===== src/rtl/txu_pkg.sv =====
package txu_pkg;

  // What the shifter is currently sending
  typedef enum logic [1:0] {
    FK_DATA  = 2'd0,
    FK_MARK  = 2'd1,
    FK_SPACE = 2'd2
  } frame_kind_e;

  function automatic int frame_len(input int dw, input int par_en);
    return dw + 2 + ((par_en != 0) ? 1 : 0);
  endfunction

endpackage


===== src/rtl/txu_shifter.sv =====
module txu_shifter
  import txu_pkg::*;
#(
  parameter int DATA_W     = 8,
  parameter int OVERSAMPLE = 16,
  parameter int PAR_EN     = 1,
  parameter int PAR_ODD    = 0,
  parameter int DRE_LAG    = 2
) (
  input  logic              clk,
  input  logic              rst_n,
  input  logic              flush,
  input  logic              tick,
  input  logic              ld_en,
  input  frame_kind_e       ld_kind,
  input  logic [DATA_W-1:0] ld_data,
  output logic              busy,
  output logic              txd,
  output logic              mark,
  output logic              frame_end
);

  localparam int NB = frame_len(DATA_W, PAR_EN);
  localparam int IW = $clog2(NB);
  localparam int CW = $clog2(OVERSAMPLE);
  localparam logic [CW-1:0] CNT_LAST = CW'(OVERSAMPLE - 1);
  localparam logic [CW-1:0] MARK_CNT = CW'(DRE_LAG - 1);
  localparam logic [IW-1:0] IDX_LAST = IW'(NB - 1);
  localparam logic [IW-1:0] IDX_D0   = IW'(1);

  logic [NB-1:0] data_frame, ld_frame, shreg;
  logic          busy_q;
  frame_kind_e   kind_q;
  logic [CW-1:0] cnt_q;
  logic [IW-1:0] idx_q;
  logic          bit_done;

  generate
    if (PAR_EN != 0) begin : g_par
      logic pbit;
      assign pbit       = (^ld_data) ^ (PAR_ODD != 0);
      assign data_frame = {1'b1, pbit, ld_data, 1'b0};
    end else begin : g_nopar
      assign data_frame = {1'b1, ld_data, 1'b0};
    end
  endgenerate

  always_comb begin
    case (ld_kind)
      FK_MARK:  ld_frame = '1;
      FK_SPACE: ld_frame = '0;
      default:  ld_frame = data_frame;
    endcase
  end

  assign bit_done  = tick & busy_q & (cnt_q == CNT_LAST);
  assign frame_end = bit_done & (idx_q == IDX_LAST);
  assign mark      = tick & busy_q & (kind_q == FK_DATA) &
                     (idx_q == IDX_D0) & (cnt_q == MARK_CNT);
  assign txd       = busy_q ? shreg[0] : 1'b1;
  assign busy      = busy_q;

  always_ff @(posedge clk or negedge rst_n) begin
    if (!rst_n) begin
      busy_q <= 1'b0;
      kind_q <= FK_MARK;
      cnt_q  <= '0;
      idx_q  <= '0;
      shreg  <= '1;
    end else if (flush) begin
      busy_q <= 1'b0;
      kind_q <= FK_MARK;
      cnt_q  <= '0;
      idx_q  <= '0;
      shreg  <= '1;
    end else if (ld_en) begin
      busy_q <= 1'b1;
      kind_q <= ld_kind;
      cnt_q  <= '0;
      idx_q  <= '0;
      shreg  <= ld_frame;
    end else if (tick && busy_q) begin
      if (cnt_q == CNT_LAST) begin
        cnt_q <= '0;
        shreg <= {1'b1, shreg[NB-1:1]};
        if (idx_q == IDX_LAST) begin
          busy_q <= 1'b0;
          idx_q  <= '0;
        end else begin
          idx_q <= idx_q + IW'(1);
        end
      end else begin
        cnt_q <= cnt_q + CW'(1);
      end
    end
  end

endmodule


===== src/rtl/txu_txbuf.sv =====
module txu_txbuf #(
  parameter int DATA_W = 8
) (
  input  logic              clk,
  input  logic              rst_n,
  input  logic              flush,
  input  logic              accept,
  input  logic              put,
  input  logic [DATA_W-1:0] put_data,
  input  logic              take,
  input  logic              mark,
  output logic              full,
  output logic [DATA_W-1:0] data,
  output logic              dre
);

  logic              full_q, dre_q;
  logic [DATA_W-1:0] data_q;

  // Holding register
  always_ff @(posedge clk or negedge rst_n) begin
    if (!rst_n) begin
      full_q <= 1'b0;
      data_q <= '0;
    end else if (flush) begin
      full_q <= 1'b0;
    end else if (put) begin
      full_q <= 1'b1;
      data_q <= put_data;
    end else if (take) begin
      full_q <= 1'b0;
    end
  end

  // Holding-empty flag: cleared by a write, set only at the in-frame mark
  always_ff @(posedge clk or negedge rst_n) begin
    if (!rst_n) begin
      dre_q <= 1'b1;
    end else if (flush) begin
      dre_q <= 1'b1;
    end else if (accept) begin
      dre_q <= 1'b0;
    end else if (mark) begin
      dre_q <= 1'b1;
    end
  end

  assign full = full_q;
  assign data = data_q;
  assign dre  = dre_q;

endmodule


===== src/rtl/txu_async_tx.sv =====
module txu_async_tx
  import txu_pkg::*;
#(
  parameter int DATA_W     = 8,
  parameter int OVERSAMPLE = 16,
  parameter int PAR_EN     = 1,
  parameter int PAR_ODD    = 0
) (
  input  logic              clk,
  input  logic              rst_n,
  input  logic              tick16,
  input  logic              clr,
  input  logic              stop_mode,
  input  logic              wr_valid,
  output logic              wr_ready,
  input  logic [DATA_W-1:0] wr_data,
  input  logic              cmd_idle,
  input  logic              cmd_break,
  input  logic              ie_dre,
  input  logic              ie_empty,
  output logic              txd,
  output logic              dre,
  output logic              tx_empty,
  output logic              irq
);

  logic              flush, busy, frame_end, mark;
  logic              hold_full, dre_q;
  logic [DATA_W-1:0] hold_data;
  logic              wr_fire, cmd_go, free_slot, direct, refill, ld_en;
  frame_kind_e       ld_kind;
  logic [DATA_W-1:0] ld_data;

  assign flush     = clr | stop_mode;
  assign tx_empty  = ~busy & ~hold_full;
  assign wr_ready  = dre_q & ~flush;
  assign wr_fire   = wr_valid & wr_ready;
  assign cmd_go    = tx_empty & ~flush & (cmd_idle | cmd_break);
  // shifter can take a word this cycle: idle, or its last bit ends with nothing held
  assign free_slot = ~busy | (frame_end & ~hold_full);
  assign direct    = wr_fire & ~cmd_go & free_slot;
  assign refill    = frame_end & hold_full;
  assign ld_en     = cmd_go | direct | refill;
  assign ld_kind   = cmd_go ? (cmd_break ? FK_SPACE : FK_MARK) : FK_DATA;
  assign ld_data   = direct ? wr_data : hold_data;

  txu_txbuf #(.DATA_W(DATA_W)) u_buf (
    .clk      (clk),
    .rst_n    (rst_n),
    .flush    (flush),
    .accept   (wr_fire),
    .put      (wr_fire & ~direct),
    .put_data (wr_data),
    .take     (refill),
    .mark     (mark),
    .full     (hold_full),
    .data     (hold_data),
    .dre      (dre_q)
  );

  txu_shifter #(
    .DATA_W     (DATA_W),
    .OVERSAMPLE (OVERSAMPLE),
    .PAR_EN     (PAR_EN),
    .PAR_ODD    (PAR_ODD),
    .DRE_LAG    (2)
  ) u_shift (
    .clk       (clk),
    .rst_n     (rst_n),
    .flush     (flush),
    .tick      (tick16),
    .ld_en     (ld_en),
    .ld_kind   (ld_kind),
    .ld_data   (ld_data),
    .busy      (busy),
    .txd       (txd),
    .mark      (mark),
    .frame_end (frame_end)
  );

  assign dre = dre_q;
  assign irq = (dre_q & ie_dre) | (tx_empty & ie_empty);

endmodule


===== config.mk =====
export PLATFORM = sky130hd
export DESIGN_NAME = txu_async_tx
export DESIGN_NICKNAME = d
export VERILOG_FILES = /design/src/rtl/txu_pkg.sv /design/src/rtl/txu_shifter.sv /design/src/rtl/txu_txbuf.sv /design/src/rtl/txu_async_tx.sv
export SDC_FILE = /design/constraint.sdc
export NUM_CORES = 1
export LEC_CHECK = 0
export BUFFER_PORTS_ARGS = -buffer_cell sky130_fd_sc_hd__buf_2
export CORE_MARGIN = 8
export CORE_UTILIZATION = 45
export CTS_CLUSTER_DIAMETER = 50
export DETAILED_ROUTE_END_ITERATION = 12
export GPL_ROUTABILITY_DRIVEN = 0
export PLACE_DENSITY = 0.66
export RECOVER_POWER = 50
export SETUP_SLACK_MARGIN = 0.4
export SYNTH_ARGS = -nofsm -noshare
export SYNTH_HDL_FRONTEND = slang
export SYNTH_SLANG_ARGS = --single-unit

===== constraint.sdc =====
create_clock -name clk -period 4.6 [get_ports clk]
set_clock_uncertainty 0.2 [all_clocks]
set_input_delay 0.23 -clock clk [delete_from_list [all_inputs] [get_ports clk]]
set_output_delay 0.23 -clock clk [all_outputs]
set_load 0.02 [all_outputs]

==> metrics.md, run 1 <==
| Metric | Value |
|---|---|
| Largest net degree at the start of global routing | `33` |
| Global-route wire length before repair | `7550 um` |
| Final WS setup | `2010 ps` |
| TritonCTS Buffers | `5` |
| DIE AREA | `0.00635 mm^2` |
| Post-DP Area | `0.00198 mm^2` |
| Setup TNS | `0 ps` |
| Clk pin slew, worst setup/hold paths | `80 ps` |
| CTS tree | `built` |
| Final hold vios | `0` |
| Fillers | `367` |
| Share of the synthesized area in the top cell type | `0.261` |
| Post-synthesis instance total | `177` |
| Startpoint types | `flop` |
| Overflow after GRT | `0` |
| Share of power burned in registers | `0.419` |
| FF/Latch Area | `817 um^2` |
| Die width | `79.7 um` |
| Max Fclk | `386 MHz` |
| Layout cell share with drive strength beyond 1 | `0.306` |
| Nets | `225` |
| Max Slew Vio Count | `33` |
| Met2 usage | `0.240` |
| Multi-input logic area | `965 um^2` |
| Layout area overhead | `16.6%` |
| Synth cell types | `49` |
| Combinational power share | `0.220` |
| First-pass iteration count of the detailed router | `4` |
| Critical Path RT | `4600 ps` |
| Clock share of power | `0.362` |
| Core Area | `0.00394 mm^2` |
| Worst R2R Path Depth | `5` |
| Cell-internal power | `0.000606 W` |
| Pre-CTS WS | `2020 ps` |
| Warnings, synthesis | `0` |
| Synthesized area per cell | `10.3 um^2` |
| Layer with the highest usage | `met2` |
| Root Buffer | `clkbuf_8` |
| Status | `finished, violations left` |
| Via count | `1469` |
| Post-synth EDFFs | `0` |
| Antenna Violating Nets Remaining | `0` |
| Primary FF master, synth | `dfrtp_1` |
| DP Wirelength | `3180 um` |
| Worst Max-Slew Pin Slew | `1720 ps` |
| Num Clock Sinks | `32` |
| Crit end category | `flop` |
| I/O Buffers | `22` |
| RSZ-0062 raised after global routing | `no` |
| H-tree level count | `2` |
| Mapped Area | `0.00182 mm^2` |
| Finished Layout Cells | `256` |
| Final std cell area, no fill | `0.00213 mm^2` |
| Cell Rows | `23` |
| Crit-path max FO | `10` |
| Worst slew margin | `-0.149` |
| Final Cycle Share | `0.564` |
| Synth Register Bits | `32` |
| Met1 Resource Use GR | `0.182` |
| Vias in the first global route | `1570` |
| Setup CP Type | `flop to flop` |
| Synth area leader | `dfrtp_1` |
| Initial antenna violation count | `0` |
| Overall routing resource usage | `0.149` |
| P_leak | `0.826 nW` |
| Max_cap viols | `1` |
| Initial core utilization | `0.463` |
| Failing checks | `capacitance limit, slew limit` |
| Top area cells in the synthesized netlist | `dfrtp_1 26%, dfstp_2 19%, xnor2_1 7.2%` |
| Vias/cell | `5.74` |
| WL/cell | `16.7 um` |
| CTS Buffer Depth | `2` |
| Die height | `79.7 um` |
| Critical path launch point | `u_buf.dre$_DFFE_PN1P_` |
| Synth async-reset ratio | `1.00` |
| Critical Path AT | `2590 ps` |
| Worst vdd ir | `0.000197 V` |
| Tmin final | `2590 ps` |
| Reg-to-reg critical path startpoint | `u_buf.dre$_DFFE_PN1P_` |
| Setup violations, final | `0` |
| Routed WL | `4280 um` |
| Placed Cells incl. Taps | `246` |
| Hold Startpoint | `wr_data[5]` |
| Drt initial violations | `138` |
| Antenna cell count | `0` |
| Power Density | `387 mW/mm^2` |
| Hold crit path type | `input pin to flop` |
| Switching Share | `0.263` |
| Sequential element share of the synthesized area | `0.448` |
| Clk Latency, worst-skew pair | `290 ps` |
| Mapped Nets | `197` |
| # DRC | `0` |
| NetSw | `0.000217 W` |
| GR Util met3 | `0.0428` |
| Hold path depth | `2` |
| Ports | `23` |
-- path summary, 6_finish.rpt --
check | slack (ps) | endpoint
max in group asynchronous | 2470 | u_buf.data[4]$_DFFE_PN0P_
min | 30 | u_buf.data[5]$_DFFE_PN0P_
max reg2reg | 2010 | u_shift.shreg[0]$_DFFE_PN1P_
min in group asynchronous | 730 | u_shift.cnt_q[0]$_DFFE_PN0P_
min reg2reg | 270 | u_shift.kind_q[0]$_DFFE_PN1P_
max | 2010 | u_shift.shreg[0]$_DFFE_PN1P_
-- placed cells by master, fill, tap and decap left out, types with 3 or more instances in the layout --
cell type  synthesis  layout
a21oi_1            6       6
a22oi_1            9       9
a32oi_1            9       9
buf_2              0      19
clkbuf_1           2       3
clkbuf_8           0       7
dfrtp_1           19      19
dfstp_2           13      13
inv_1              6       6
mux2_2             9       9
nand2_1           26      26
nor2_1            11      11
o21ai_0            5       5
or2_2              3       3
xnor2_1           15      15
xor2_1             3       3
-- power by group through the flow --
stage | combinational (W) | clock (W) | sequential, W
2_1_floorplan | 0.000141 | 0 | 0.000343
3_3_place_gp | 0.000175 | 0 | 0.000347
3_5_place_dp | 0.000180 | 0 | 0.000349
4_1_cts | 0.000181 | 0.000304 | 0.000344
5_1_grt | 0.000199 | 0.000314 | 0.000349
6_report | 0.000181 | 0.000297 | 0.000344
-- registers in the layout (all words and copies together) (netlist names) --
register,flops
u_shift.kind_q,2
u_buf.full,1
u_shift.shreg,11
u_shift.busy,1
u_buf.data,8
u_shift.idx_q,4
u_shift.cnt_q,4
u_buf.dre,1
-- per-stage QoR --
step / hold slack (ps) / util / power, W
2_1_floorplan: -266 / - / 0.000484
3_3_place_gp: 113 / 0.503 / 0.000522
3_5_place_dp: 124 / 0.503 / 0.000529
4_1_cts: 17.4 / 0.540 / 0.000830
5_1_grt: 27.3 / 0.540 / 0.000863
6_report: 28.2 / 0.540 / 0.000822
-- layer usage --
layer | vias up | share of wire
li1 | 697 | -
met1 | 724 | 0.44
met2 | 42 | 0.49
met3 | 6 | 0.054
met4 | 0 | 0.013
met5 | - | 0
-- critical path, stage by stage (launching register included) --
cell,delay (ps)
dfstp_2,590
or4bb_1,600
o31ai_2,140
o21ai_2,190
nor3_2,580
o21ai_0,190
-- repair_timing --
action	in CTS	in global routing
setup buffers	0	0
gates resized for setup	0	0
hold endpoints to repair	20	0
endpoints found under the setup margin	0	0
hold buffers	2	0
-- cell type report --
type | count | area share
clock buffers | 7 | 0.0453
multi-input cells | 135 | 0.454
flip-flops and latches | 32 | 0.384
inverters | 6 | 0.0106
well taps | 50 | 0.0294
clock inverters | 1 | 0.0141
repair buffers | 25 | 0.0629
-- cells by family (layout without fill, tap and decap cells) --
logic type / Yosys count / after routing / share of synthesized area
buffers and inverters: 10 / 39 / 0.0233
muxes: 11 / 11 / 0.0693
xor gates and xnor gates: 18 / 18 / 0.0864
adders and majority gates: 2 / 2 / 0.0137
DFF: 32 / 32 / 0.448
AOI/OAI and AO/OA: 40 / 40 / 0.171
and+or+nand+nor: 64 / 64 / 0.189
-- cells in the mapped netlist (2+ instances only) --
cell      number
or2_2          3
xor2_1         3
mux2_2         9
clkbuf_1       2
nand3_1        2
nor2b_1        2
nor3_1         2
nor4_1         2
o21ai_0        5
nor2_1        11
a21oi_1        6
dfrtp_1       19
nand2_1       26
ha_1           2
dfstp_2       13
inv_1          6
a22oi_1        9
xnor2_1       15
and3b_1        2
a32oi_1        9
(Power assumes the default switching activity.)
==> inputs of run 2 (changes only) <==
- PLACE_DENSITY: 0.66 -> 0.68
- clock period: 4.6 -> 2.1 ns (I/O delays scaled with it)
==> run 2 against run 1 <==
Net effect: the flow finishes with violations (setup timing); fmax up 21%; cell count increased by 19%; sequential power grew 120%; sequential cell count is the same; combinational power grew to 2.9 times the previous value; worst hold slack better by 31 ps.
==> metrics.md, run 2 (synthesis gave the netlist of run 1 again) <==
| Metric | Value |
|---|---|
| Largest net degree at the start of global routing | `33 (unchanged)` |
| Pre-CTS WS | `-70.2 ps (-2090 ps)` |
| Placed Cells incl. Taps | `271 (+10%)` |
| Final hold vios | `0 (unchanged)` |
| Startpoint types | `flop` |
| Hold Startpoint | `clr` |
| Commonest cells after routing, fill and taps aside | `28 x buf_4, 23 x nand2_1, 20 x buf_2, 18 x dfrtp_1, 15 x xnor2_1` |
| I/O Buffers | `22 (unchanged)` |
| Critical Path AT | `2120 ps (-470 ps)` |
| Initial core utilization | `0.463 (unchanged)` |
| Max_cap viols | `0 (-1)` |
| Layout area overhead | `56.2%` |
| H-tree level count | `2 (unchanged)` |
| Buf+Inv Stages, Crit Path | `2 (+2)` |
| RSZ-0062 raised after global routing | `yes` |
| Via count | `1751 (+19%)` |
| Worst R2R Path Depth | `7 (+2)` |
| Ports | `23 (unchanged)` |
| Crit path max-delay family | `compound AO/OA/AOI/OAI gates` |
| Initial antenna violation count | `0 (unchanged)` |
| Routed WL | `5800 um (+36%)` |
| Drt initial violations | `119 (-14%)` |
| Worst slew margin | `0.453 (+0.603)` |
| First-pass iteration count of the detailed router | `4 (unchanged)` |
| Crit-path max FO | `9 (-1)` |
| Cell Chain, Critical Path | `ha_2 > nand3_4 > o41ai_4 > buf_4 > a21oi_4 > buf_12 > mux2_4` |
| Clk Latency, worst-skew pair | `290 ps (about the same)` |
| Root Buffer | `clkbuf_8` |
| Max Slew Vio Count | `0 (-100%)` |
| Reg-to-reg slack, setup | `-40 ps (-2050 ps)` |
| DP Wirelength | `3510 um (+10%)` |
| Core Area | `0.00394 mm^2 (unchanged)` |
| CTS tree | `built` |
| Layout cell share with drive strength beyond 1 | `0.535 (+0.230)` |
| Status | `finished, violations left` |
| Final Cycle Share | `1.02 (+0.457)` |
| Overflow after GRT | `0 (unchanged)` |
| Reg-to-reg critical path startpoint | `u_shift.cnt_q[1]$_DFFE_PN0P_` |
| Vias in the first global route | `1771 (+13%)` |
| Num Clock Sinks | `32 (unchanged)` |
| CTS Buffer Depth | `2 (unchanged)` |
| Worst Hold End | `u_buf.dre$_DFFE_PN1P_` |
| Cell Rows | `23 (unchanged)` |
| Crit-path slowest cell | `o41ai_4` |
| Crit end category | `flop` |
| DIE AREA | `0.00635 mm^2 (unchanged)` |
| Critical Path RT | `2070 ps (-2530 ps)` |
| Final WS setup | `-43.1 ps (-2050 ps)` |
| Hold crit path type | `input pin to flop` |
| Power Density | `625 mW/mm^2 (+62%)` |
| Finished Layout Cells | `304 (+19%)` |
| Antenna cell count | `0 (unchanged)` |
| Final std cell area, no fill | `0.00285 mm^2 (+34%)` |
| Tot Pwr | `0.00178 W (+120%)` |
| Overall routing resource usage | `0.177 (+0.0277)` |
| CP max stage delay | `400 ps (-200 ps)` |
| Die width | `79.7 um (unchanged)` |
| Max FFs per register | `11 (unchanged)` |
| Global-route wire length before repair | `8670 um (+15%)` |
| Reg with most FFs | `u_shift.shreg` |
| Vias/cell | `5.76 (+0.38%)` |
| Antenna Violating Nets Remaining | `0 (unchanged)` |
| Worst Max-Slew Pin Slew | `820 ps (-904 ps)` |
| Max Fclk | `467 MHz (+21%)` |
| Failing checks | `setup timing` |
| Worst Hold Slack | `59.4 ps (+31.2 ps)` |
| # DRC | `0 (unchanged)` |
| Post-DP Area | `0.00228 mm^2 (+15%)` |
| Nets | `273 (+21%)` |
| FF-to-FF End | `u_buf.data[5]$_DFFE_PN0P_` |
| Setup violations, final | `15 (+15)` |
| Most common library cell in the layout ignoring fill and taps | `buf_4` |
| Tmin final | `2140 ps (-450 ps)` |
| P_leak | `1.13 nW (+36%)` |
| Die height | `79.7 um (unchanged)` |
| Worst vdd ir | `0.000459 V (+130%)` |
| TritonCTS Buffers | `5 (unchanged)` |
| WL/cell | `19.1 um (+14%)` |
| Setup CP Type | `flop to flop` |
| Hold path depth | `3 (+1)` |
| Clk pin slew, worst setup/hold paths | `70 ps (about the same)` |
[run 2: layer usage]
| metal | up-vias | wire length, um | track usage |
|---|---|---|---|
| li1 | 800 | - | - |
| met1 | 870 | 2200 | 0.195 |
| met2 | 64 | 3190 | 0.311 |
| met3 | 17 | 215 | 0.0327 |
| met4 | 0 | 199 | 0.0944 |
| met5 | - | 0 | 0 |
[run 2: report_power, final]
| group | internal (W) | leakage (nW) | switching, W |
|---|---|---|---|
| combinational | 0.000293 | 0.694 | 0.000231 |
| clock | 0.000267 | 0.0455 | 0.000227 |
| sequential | 0.000697 | 0.388 | 0.0000669 |
| total | 0.00126 | 1.13 | 0.000525 |
[run 2: how the worst max path moves through the flow]
| stage | from | end | slack, ps | cells past startpoint |
|---|---|---|---|---|
| 3_5_place_dp | u_shift.cnt_q[0]$_DFFE_PN0P_ | u_shift.shreg[8]$_DFFE_PN1P_ | -70 | 7 |
| 4_1_cts | u_buf.dre$_DFFE_PN1P_ | u_buf.data[5]$_DFFE_PN0P_ | -5 | 5 |
| 6_report | u_shift.cnt_q[1]$_DFFE_PN0P_ | u_buf.data[5]$_DFFE_PN0P_ | -40 | 7 |
| 5_1_grt | u_shift.cnt_q[1]$_DFFE_PN0P_ | u_shift.shreg[8]$_DFFE_PN1P_ | -120 | 7 |
| 3_3_place_gp | u_buf.dre$_DFFE_PN1P_ | u_shift.shreg[3]$_DFFE_PN1P_ | -20 | 6 |
| 2_1_floorplan | u_buf.dre$_DFFE_PN1P_ | u_shift.shreg[9]$_DFFE_PN1P_ | -60 | 5 |
[run 2: area by class of cell]
cell class | count | area [um^2]
timing repair buffer | 72 | 594
fill | 264 | 1090
tap | 50 | 62.6
clock buffer | 8 | 90.1
multi-input combinational | 136 | 1260
inverter | 6 | 27.5
sequential | 32 | 818
[run 2: worst register-to-register path, delay by kind of cell, from the launching register on]
| family | cells | cell delay [ps] |
|---|---|---|
| mux | 1 | 300 |
| simple gates | 1 | 130 |
| compound gates | 2 | 460 |
| fa+ha+maj | 1 | 220 |
| flops | 1 | 390 |
| buf+inv | 2 | 340 |
[run 2: stage by stage]
step / TNS (ps) / util
finish: -480 / 0.723
global route: -1400 / 0.723
CTS: -6.55 / 0.681
detailed placement: -372 / 0.579
global placement: -82.6 / 0.579
floorplan: -153 / -
[run 2: what timing repair did]
action,4_1_cts,5_1_grt
hold endpoints to repair,37,0
setup buffers,4,7
gates resized for setup,35,23
gates cloned,1,1
setup endpoints to repair,33,33
hold buffers,12,0
pin swaps,9,10
